`config.mk`:
```
export PLATFORM = sky130hd
export DESIGN_NAME = linked_timer
export DESIGN_NICKNAME = d
export VERILOG_FILES = /design/src/rtl/lt_pkg.sv /design/src/rtl/lt_regs.sv /design/src/rtl/lt_trig_sel.sv /design/src/rtl/lt_prescaler.sv /design/src/rtl/lt_counter.sv /design/src/rtl/linked_timer.sv
export SDC_FILE = /design/constraint.sdc
export NUM_CORES = 1
export LEC_CHECK = 0
export ABC_CLOCK_PERIOD_IN_PS = 3500
export BUFFER_PORTS_ARGS = -buffer_cell sky130_fd_sc_hd__buf_4
export CORE_UTILIZATION = 50
export DETAILED_ROUTE_END_ITERATION = 10
export GPL_TIMING_DRIVEN = 0
export PLACE_DENSITY = 0.72
export SLEW_MARGIN = 20
export SYNTH_ARGS = -nofsm -noshare
export SYNTH_HDL_FRONTEND = slang
export SYNTH_SLANG_ARGS = --single-unit
```
`constraint.sdc`:
```
create_clock -name clk -period 3.5 [get_ports clk]
set_input_delay 0.175 -clock clk [delete_from_list [all_inputs] [get_ports clk]]
set_output_delay 0.175 -clock clk [all_outputs]
set_load 0.03 [all_outputs]
```
`src/rtl/lt_pkg.sv`:
```
package lt_pkg;

    localparam int SEL_W  = 3;
    localparam int ADDR_W = 2;

    localparam logic [ADDR_W-1:0] A_ENABLE = 2'd0;
    localparam logic [ADDR_W-1:0] A_DIV    = 2'd1;
    localparam logic [ADDR_W-1:0] A_PERIOD = 2'd2;
    localparam logic [ADDR_W-1:0] A_MODE   = 2'd3;

    localparam logic [2:0] MC_ENABLE = 3'b001;
    localparam logic [2:0] MC_UPDATE = 3'b010;
    localparam logic [2:0] SC_START  = 3'b110;
    localparam logic [2:0] SC_EXTCLK = 3'b111;

    typedef enum logic [1:0] {MK_NONE, MK_ENABLE, MK_UPDATE} master_kind_e;
    typedef enum logic [1:0] {SK_OFF, SK_START, SK_EXTCLK}   slave_kind_e;

    typedef struct packed {
        logic [2:0]       slave_code;
        logic [SEL_W-1:0] src_sel;
        logic [2:0]       master_code;
    } mode_t;

    function automatic master_kind_e master_kind(input logic [2:0] code);
        case (code)
            MC_ENABLE: return MK_ENABLE;
            MC_UPDATE: return MK_UPDATE;
            default:   return MK_NONE;
        endcase
    endfunction

    function automatic slave_kind_e slave_kind(input logic [2:0] code);
        case (code)
            SC_START:  return SK_START;
            SC_EXTCLK: return SK_EXTCLK;
            default:   return SK_OFF;
        endcase
    endfunction

endpackage

```
`src/rtl/lt_regs.sv`:
```
module lt_regs
    import lt_pkg::*;
#(
    parameter int CNT_W = 16
) (
    input  logic              clk,
    input  logic              rst,
    input  logic              wr_en,
    input  logic [ADDR_W-1:0] wr_addr,
    input  logic [CNT_W-1:0]  wr_data,
    input  logic              running,
    input  logic              upd,
    output logic [CNT_W-1:0]  div_act,
    output logic [CNT_W-1:0]  per_act,
    output mode_t             mode,
    output logic              en_wr,
    output logic              en_val
);

    logic [CNT_W-1:0] div_pre;
    logic [CNT_W-1:0] per_pre;

    always_ff @(posedge clk) begin
        if (rst) begin
            div_pre <= '0;
            per_pre <= '1;
            mode    <= '0;
        end else if (wr_en) begin
            case (wr_addr)
                A_DIV:    div_pre <= wr_data;
                A_PERIOD: per_pre <= wr_data;
                A_MODE: begin
                    mode.master_code <= wr_data[2:0];
                    mode.src_sel     <= wr_data[4 +: SEL_W];
                    mode.slave_code  <= wr_data[10:8];
                end
                default: ;
            endcase
        end
    end

    // active copies move only at an update or while the counter is idle
    always_ff @(posedge clk) begin
        if (rst) begin
            div_act <= '0;
            per_act <= '1;
        end else if (upd || !running) begin
            div_act <= div_pre;
            per_act <= per_pre;
        end
    end

    assign en_wr  = wr_en && (wr_addr == A_ENABLE);
    assign en_val = wr_data[0];

endmodule

```
`src/rtl/lt_trig_sel.sv`:
```
module lt_trig_sel
    import lt_pkg::*;
#(
    parameter int N_TRIG = 4
) (
    input  logic              clk,
    input  logic              rst,
    input  logic [N_TRIG-1:0] trig_in,
    input  logic [SEL_W-1:0]  sel,
    output logic              rise
);

    logic picked;
    logic picked_q;

    always_comb begin
        picked = 1'b0;
        for (int i = 0; i < N_TRIG; i++) begin
            if (sel == SEL_W'(i)) picked = trig_in[i];
        end
    end

    always_ff @(posedge clk) begin
        if (rst) picked_q <= 1'b0;
        else     picked_q <= picked;
    end

    assign rise = picked && !picked_q;

endmodule

```
`src/rtl/lt_prescaler.sv`:
```
module lt_prescaler #(
    parameter int CNT_W = 16
) (
    input  logic             clk,
    input  logic             rst,
    input  logic             run,
    input  logic             tick,
    input  logic [CNT_W-1:0] div,
    output logic             pulse
);

    logic [CNT_W-1:0] pcnt;
    logic             at_top;

    assign at_top = (pcnt >= div);
    assign pulse  = run && tick && at_top;

    always_ff @(posedge clk) begin
        if (rst || !run)   pcnt <= '0;
        else if (tick)     pcnt <= at_top ? '0 : pcnt + 1'b1;
    end

endmodule

```
`src/rtl/lt_counter.sv`:
```
module lt_counter #(
    parameter int CNT_W = 16
) (
    input  logic             clk,
    input  logic             rst,
    input  logic             step,
    input  logic [CNT_W-1:0] period,
    output logic [CNT_W-1:0] cnt,
    output logic             upd
);

    assign upd = step && (cnt >= period);

    always_ff @(posedge clk) begin
        if (rst)       cnt <= '0;
        else if (step) cnt <= upd ? '0 : cnt + 1'b1;
    end

endmodule

```
`src/rtl/linked_timer.sv`:
```
module linked_timer
    import lt_pkg::*;
#(
    parameter int CNT_W  = 16,
    parameter int N_TRIG = 4
) (
    input  logic              clk,
    input  logic              rst,
    input  logic              tick_en,
    input  logic              wr_en,
    input  logic [1:0]        wr_addr,
    input  logic [CNT_W-1:0]  wr_data,
    input  logic [N_TRIG-1:0] trig_in,
    output logic              trig_out,
    output logic [CNT_W-1:0]  cnt_o,
    output logic              cen_o
);

    logic             cen_q;
    logic             upd;
    logic             trig_edge;
    logic             pre_pulse;
    logic             step;
    logic             en_wr;
    logic             en_val;
    logic [CNT_W-1:0] div_act;
    logic [CNT_W-1:0] per_act;
    mode_t            mode;
    logic [2:0]       master_sel;
    logic [2:0]       slave_sel;
    master_kind_e     mkind;
    slave_kind_e      skind;

    assign master_sel = mode.master_code;
    assign slave_sel  = mode.slave_code;
    assign mkind      = master_kind(master_sel);
    assign skind      = slave_kind(slave_sel);

    lt_regs #(.CNT_W(CNT_W)) u_regs (
        .clk     (clk),
        .rst     (rst),
        .wr_en   (wr_en),
        .wr_addr (wr_addr),
        .wr_data (wr_data),
        .running (cen_q),
        .upd     (upd),
        .div_act (div_act),
        .per_act (per_act),
        .mode    (mode),
        .en_wr   (en_wr),
        .en_val  (en_val)
    );

    lt_trig_sel #(.N_TRIG(N_TRIG)) u_tsel (
        .clk     (clk),
        .rst     (rst),
        .trig_in (trig_in),
        .sel     (mode.src_sel),
        .rise    (trig_edge)
    );

    lt_prescaler #(.CNT_W(CNT_W)) u_psc (
        .clk   (clk),
        .rst   (rst),
        .run   (cen_q && (skind != SK_EXTCLK)),
        .tick  (tick_en),
        .div   (div_act),
        .pulse (pre_pulse)
    );

    always_comb begin
        if (skind == SK_EXTCLK) step = cen_q && trig_edge;
        else                    step = pre_pulse;
    end

    lt_counter #(.CNT_W(CNT_W)) u_cnt (
        .clk    (clk),
        .rst    (rst),
        .step   (step),
        .period (per_act),
        .cnt    (cnt_o),
        .upd    (upd)
    );

    // software write wins over a hardware start in the same cycle
    always_ff @(posedge clk) begin
        if (rst)                                   cen_q <= 1'b0;
        else if (en_wr)                            cen_q <= en_val;
        else if (skind == SK_START && trig_edge)   cen_q <= 1'b1;
    end

    always_ff @(posedge clk) begin
        if (rst) begin
            trig_out <= 1'b0;
        end else begin
            case (mkind)
                MK_UPDATE: trig_out <= upd;
                MK_ENABLE: trig_out <= cen_q;
                default:   trig_out <= 1'b0;
            endcase
        end
    end

    assign cen_o = cen_q;

endmodule

```
# Yosys cells after proc, flatten, opt, wreduce, memory -nomap -nowiden
# Index checks and enable logic that the tools add are counted.
[op_classes] addsub=2 magnitude_cmp=2 eq_ne=15 muxes=12 reduce_logical=19
[ops] cell="adder 16 x 1 -> 16 bit (second input constant)" count=2
[ops] cell=">= comparator 16 bit" count=2
[ops] cell="two-way mux 16 bit" count=2
[ops] cell="equality test 3 x 2 -> 1 bit (second input constant)" count=3
[ops] cell="equality test 2 bit (second input constant)" count=4
[ops] cell="logical AND 1 bit" count=8
[ops] cell="case mux 2 bit (2 select lines)" count=2
[ops] cell="two-way mux 1 bit" count=7
[ops] cell="equality test 2 x 1 -> 1 bit (second input constant)" count=3
[ops] cell="equality test 3 x 1 -> 1 bit (second input constant)" count=2
[ops] cell="equality test 3 bit (second input constant)" count=2
[ops] cell="AND reduction 2 bit" count=3
[ops] cell="logical NOT 1 bit" count=3
[ops] cell="logical NOT 3 bit" count=1
[ops] cell="logical NOT 2 bit" count=1
[ops] cell="logical OR 1 bit" count=2
[ops] cell="!= test 2 bit (second input constant)" count=1
[ops] cell="case mux 1 bit (2 select lines)" count=1
[ops] cell="nonzero test 2 bit" count=1
[word_totals] ff_bits=108 output_inout_bits=18 wordCells=62

# Depth between registers and ports, before layout
[logic_depth] word_depth=10 ltp_mapped=10 ltp_nobuf=9

# Cells and area by module
# Synthesis repeated with hierarchy kept, for this count alone.
[hier_totals] hier_cells=622 area_unflattened_um2=5173.7
[by_module_without_submodules] module="lt_regs" instances=1 cells_per_inst=325 area_each_um2=2622.5
[by_module_without_submodules] module="lt_counter" instances=1 cells_per_inst=134 area_each_um2=1157.4
[by_module_without_submodules] module="lt_prescaler" instances=1 cells_per_inst=135 area_each_um2=1153.6
[by_module_without_submodules] module="linked_timer" instances=1 cells_per_inst=20 area_each_um2=162.7
[by_module_without_submodules] module="lt_trig_sel" instances=1 cells_per_inst=8 area_each_um2=77.6

# Worst setup path after synthesis
# No wires, ideal clock.
[synth_path] kind="register to register" from="reg u_cnt.cnt[14]" to="reg u_cnt.cnt[13]" setup_ns=0.071 arrival_ns=2.531 setup_slack_ns=0.899 stages_incl_launch_ff=10 cell_sequence="dfxtp_1 ha_1 and2_1 a221o_1 a31oi_1 o21ai_1 nand4bb_4 buf_6 or3b_1 a21oi_1"
[synth_via] elab_chain_len=3
[synth_rtl] item="from (decl)" line_no="lt_counter.sv:8" text="output logic [CNT_W-1:0] cnt,"
[synth_rtl] item="from (signal assigned)" line_no="lt_counter.sv:16" text="else if (step) cnt <= upd ? '0 : cnt + 1'b1;"
[synth_rtl] item=">= comparator 16 bit" line_no="lt_counter.sv:12" text="assign upd = step && (cnt >= period);"
[synth_rtl] item="logical AND 1 bit" line_no="lt_counter.sv:12"
[synth_rtl] item="two-way mux 16 bit" line_no="lt_counter.sv:16"
# Every way passes these cells.
# A chain may end at the register's enable or synchronous reset.

# Final worst setup path
[layout_path] from="reg u_cnt.cnt[0]" to="reg u_cnt.cnt[13]"
[layout_via] elab_chain_len=3 elab_cells_between_ends=4 cone_classes="add/sub: 1; order compare: 1; mux: 1; reduce/logical: 1"
[layout_rtl] item=">= comparator 16 bit" line_no="lt_counter.sv:12"
[layout_rtl] item="logical AND 1 bit" line_no="lt_counter.sv:12"
[layout_rtl] item="two-way mux 16 bit (*)" line_no="lt_counter.sv:16"
# Mark *: on every way between the ends. The rest lies on a longest branch, timed or not.

==> results.md <==
- Number of synthesized register bits: 108
- Post-synth top area share: 0.419
- CTS Buf Count: 9
- CP max FO: 10
- Area Overhead vs Synth: 12.8%
- Distinct cells, synth: 52
- Fillers: 862
- Ant. Diodes: 0
- Area after DPL: 5640 sq um
- Worst Path Buf+Inv: 2
- Layout Cell Area excl Fill: 5810 sq um
- Final period util: 0.842
- Crit-path slowest cell: nand4bb_4
- Max incr delay on CP: 430 ps
- Cells after synthesis: 601
- Vias in the first global route: 4027
- Core area: 9860 sq um
- Die X-Extent: 104 um
- Area leader, netlist: dfxtp_1
- Critical Path Source: u_cnt.cnt[0]
- Worst-Skew Late Latency: 350 ps
- Leak pwr: 2.42 nW
- Hold WS: 45.8 ps
- Register-to-register path setup slack: 550 ps
- # H-tree levels: 3
- Total die area: 10700 sq um
- Rows: 36
- CP Launch Type: flop
- Largest delay share family, worst path: compound AO/OA/AOI/OAI gates
- Initial antenna violation count: 0
- Cts hold-fix bufs: 0
- Initial Utilization: 0.523
- Global-route wire length before repair: 19300 um
- Final min period: 2950 ps
- Post-CTS Setup Bufs: 0
- Sequential share of the synthesized area: 0.419
- Final GP Congestion: 0.782
- DRC: 0
- R2R Path Start: u_cnt.cnt[0]
- Count of flip-flops with a built-in enable after synthesis: 0
- YS warnings: 0
- Outcome: complete, no violations
- Cts repair resizes: 0
- Fraction of registers with async set/reset: 0
- RSZ-0062 raised after global routing: false
- Syn_area_per_cell: 8.58 sq um
- WP depth: 10
- Min-delay src: wr_data[13]
- Fmax: 339 MHz
- Arr. time, crit path: 3230 ps
- Die Y: 104 um
- IO Pins: 44
- Global route overflow: 0
- DP Wirelength: 8810 um
- Largest net degree at the start of global routing: 18
- Clk slew on worst S/H paths: 100 ps
- Setup Total Neg Slack: 0 ps
- Crit. End Element: flop
- DRT iter0 DRCs: 136
- Kind of critical path: reg -> reg
- Crit-path cells: inv_1, ha_1, nand2b_1, a211oi_1, o211a_1, o21ai_1, nand4bb_4, buf_6, or3b_1, a21oi_1
- FF-to-FF End: u_cnt.cnt[13]
- Mapped Area: 5150 sq um
- CTS sink cnt: 108
- GRT Resource Usage Total: 0.221
- Worst-margin pin slew: 975 ps
- Detailed-route via count: 4269
- Crit path to: u_cnt.cnt[13]
- Final Hold Viols: 0
- Top cells by area, synth: dfxtp_1 (42%), nand2_1 (8.8%), ha_1 (8.7%)
- Routed vias/inst: 5.39
- HP Class: in -> reg
- Syn_nets: 663
- Footprint of the multi-input gates: 2720 sq um
- Detail Route Antenna Nets: 0
- Top_reg_cell synth: dfxtp_1
- DR pass1 iterations: 6
- CTS Root Cell: clkbuf_8
- Port buffer count: 42
- Final setup vio count: 0
- Worst Path Required: 3780 ps
- P per Cell Area: 373 nW/um^2
- Most frequent cells in the layout: nand2_1 (121), dfxtp_1 (108), nor2_1 (49)
- CTS tree: yes
- WL per Instance: 14.5 um
- Pins over their slew limit: 0
- VDD IR-drop max: 0.222 mV
- Nets: 716
- Worst R2R Path Depth: 10
- Max-Cap Viols: 0
- Share of cells above drive strength 1: 0.120
- Max_slew headroom: 0.346
- Clock Skew: 11.2 ps
- Most common cell after layout, fill and taps aside: nand2_1
- CTS Buffer Depth: 2
- Wirelength, routed: 11500 um
- Reg area: 2160 sq um
## how the worst min path moves through the flow
stage	cells past startpoint	endpoint	slack, ps
3_3_place_gp	3	u_regs.per_pre[13]	400
2_1_floorplan	2	u_regs.per_pre[0]	300
4_1_cts	3	u_regs.per_pre[13]	40
6_report	3	u_regs.per_pre[13]	50
5_1_grt	3	u_regs.per_pre[14]	40
3_5_place_dp	3	u_regs.per_pre[13]	410
## cell families (layout without fill, tap and decap cells)
family	after synthesis	after routing	synth area share
AND/OR/NAND/NOR	259	259	0.238
flip-flops	108	108	0.419
adder cells (fa/ha/maj)	36	36	0.0874
XOR/XNOR	15	15	0.0255
AO/OA/AOI/OAI	87	87	0.107
multiplexers	34	34	0.0709
buffers and inverters	62	120	0.0527
## routing by layer
metal | vias up | routed length [um] | GRT usage | share of wire
met5 | - | 0 | 0 | 0
met4 | 0 | 67 | 0.0580 | 0.0058
met3 | 4 | 571 | 0.0296 | 0.050
met2 | 103 | 5160 | 0.350 | 0.45
met1 | 2020 | 5660 | 0.314 | 0.49
li1 | 2142 | - | - | -
## cells in the mapped netlist (all sizes together) (10+ instances only)
| library cell | number |
|---|---|
| nor2 | 49 |
| nand2 | 121 |
| ha | 36 |
| o21ai | 15 |
| clkbuf | 19 |
| and3 | 13 |
| nand3 | 29 |
| inv | 38 |
| dfxtp | 108 |
| a21oi | 47 |
| or3b | 10 |
| mux2i | 33 |
| xor2 | 10 |
## registers in the layout, summed over array words and instances (netlist names), 9 cells and up
name            cells
u_cnt.cnt          16
u_psc.pcnt         16
u_regs.div_act     16
u_regs.div_pre     16
u_regs.per_act     16
u_regs.per_pre     16
u_regs.mode         9
## worst min-delay path, stage by stage
cell     delay (ps)
buf_4            90
nand2_1          40
nand3_1          70
## layout make-up
class	count	share of cell area
tap	133	0.0286
buffer	24	0.0222
inverter	38	0.0245
sequential	108	0.372
clock inverter	6	0.00667
clock buffer	10	0.0237
timing repair buffer	42	0.0542
multi-input combinational	431	0.468
## power by group
group	internal (mW)	switching, mW	total, mW
Clock	0.278	0.417	0.695
Combinational	0.0809	0.115	0.196
Sequential	1.26	0.0177	1.28
Total	1.62	0.550	2.17
## metrics by stage
step / total power [mW] / setup slack, ps / utilization / cells
global route: 2.26 / 361 / 0.589 / 792
CTS: 2.19 / 565 / 0.589 / 792
finish: 2.17 / 552 / 0.589 / 792
detailed placement: 1.50 / 609 / 0.571 / 776
floorplan: 1.43 / 899 / - / 601
global placement: 1.49 / 604 / 0.571 / 776
(Power assumes the default switching activity.)
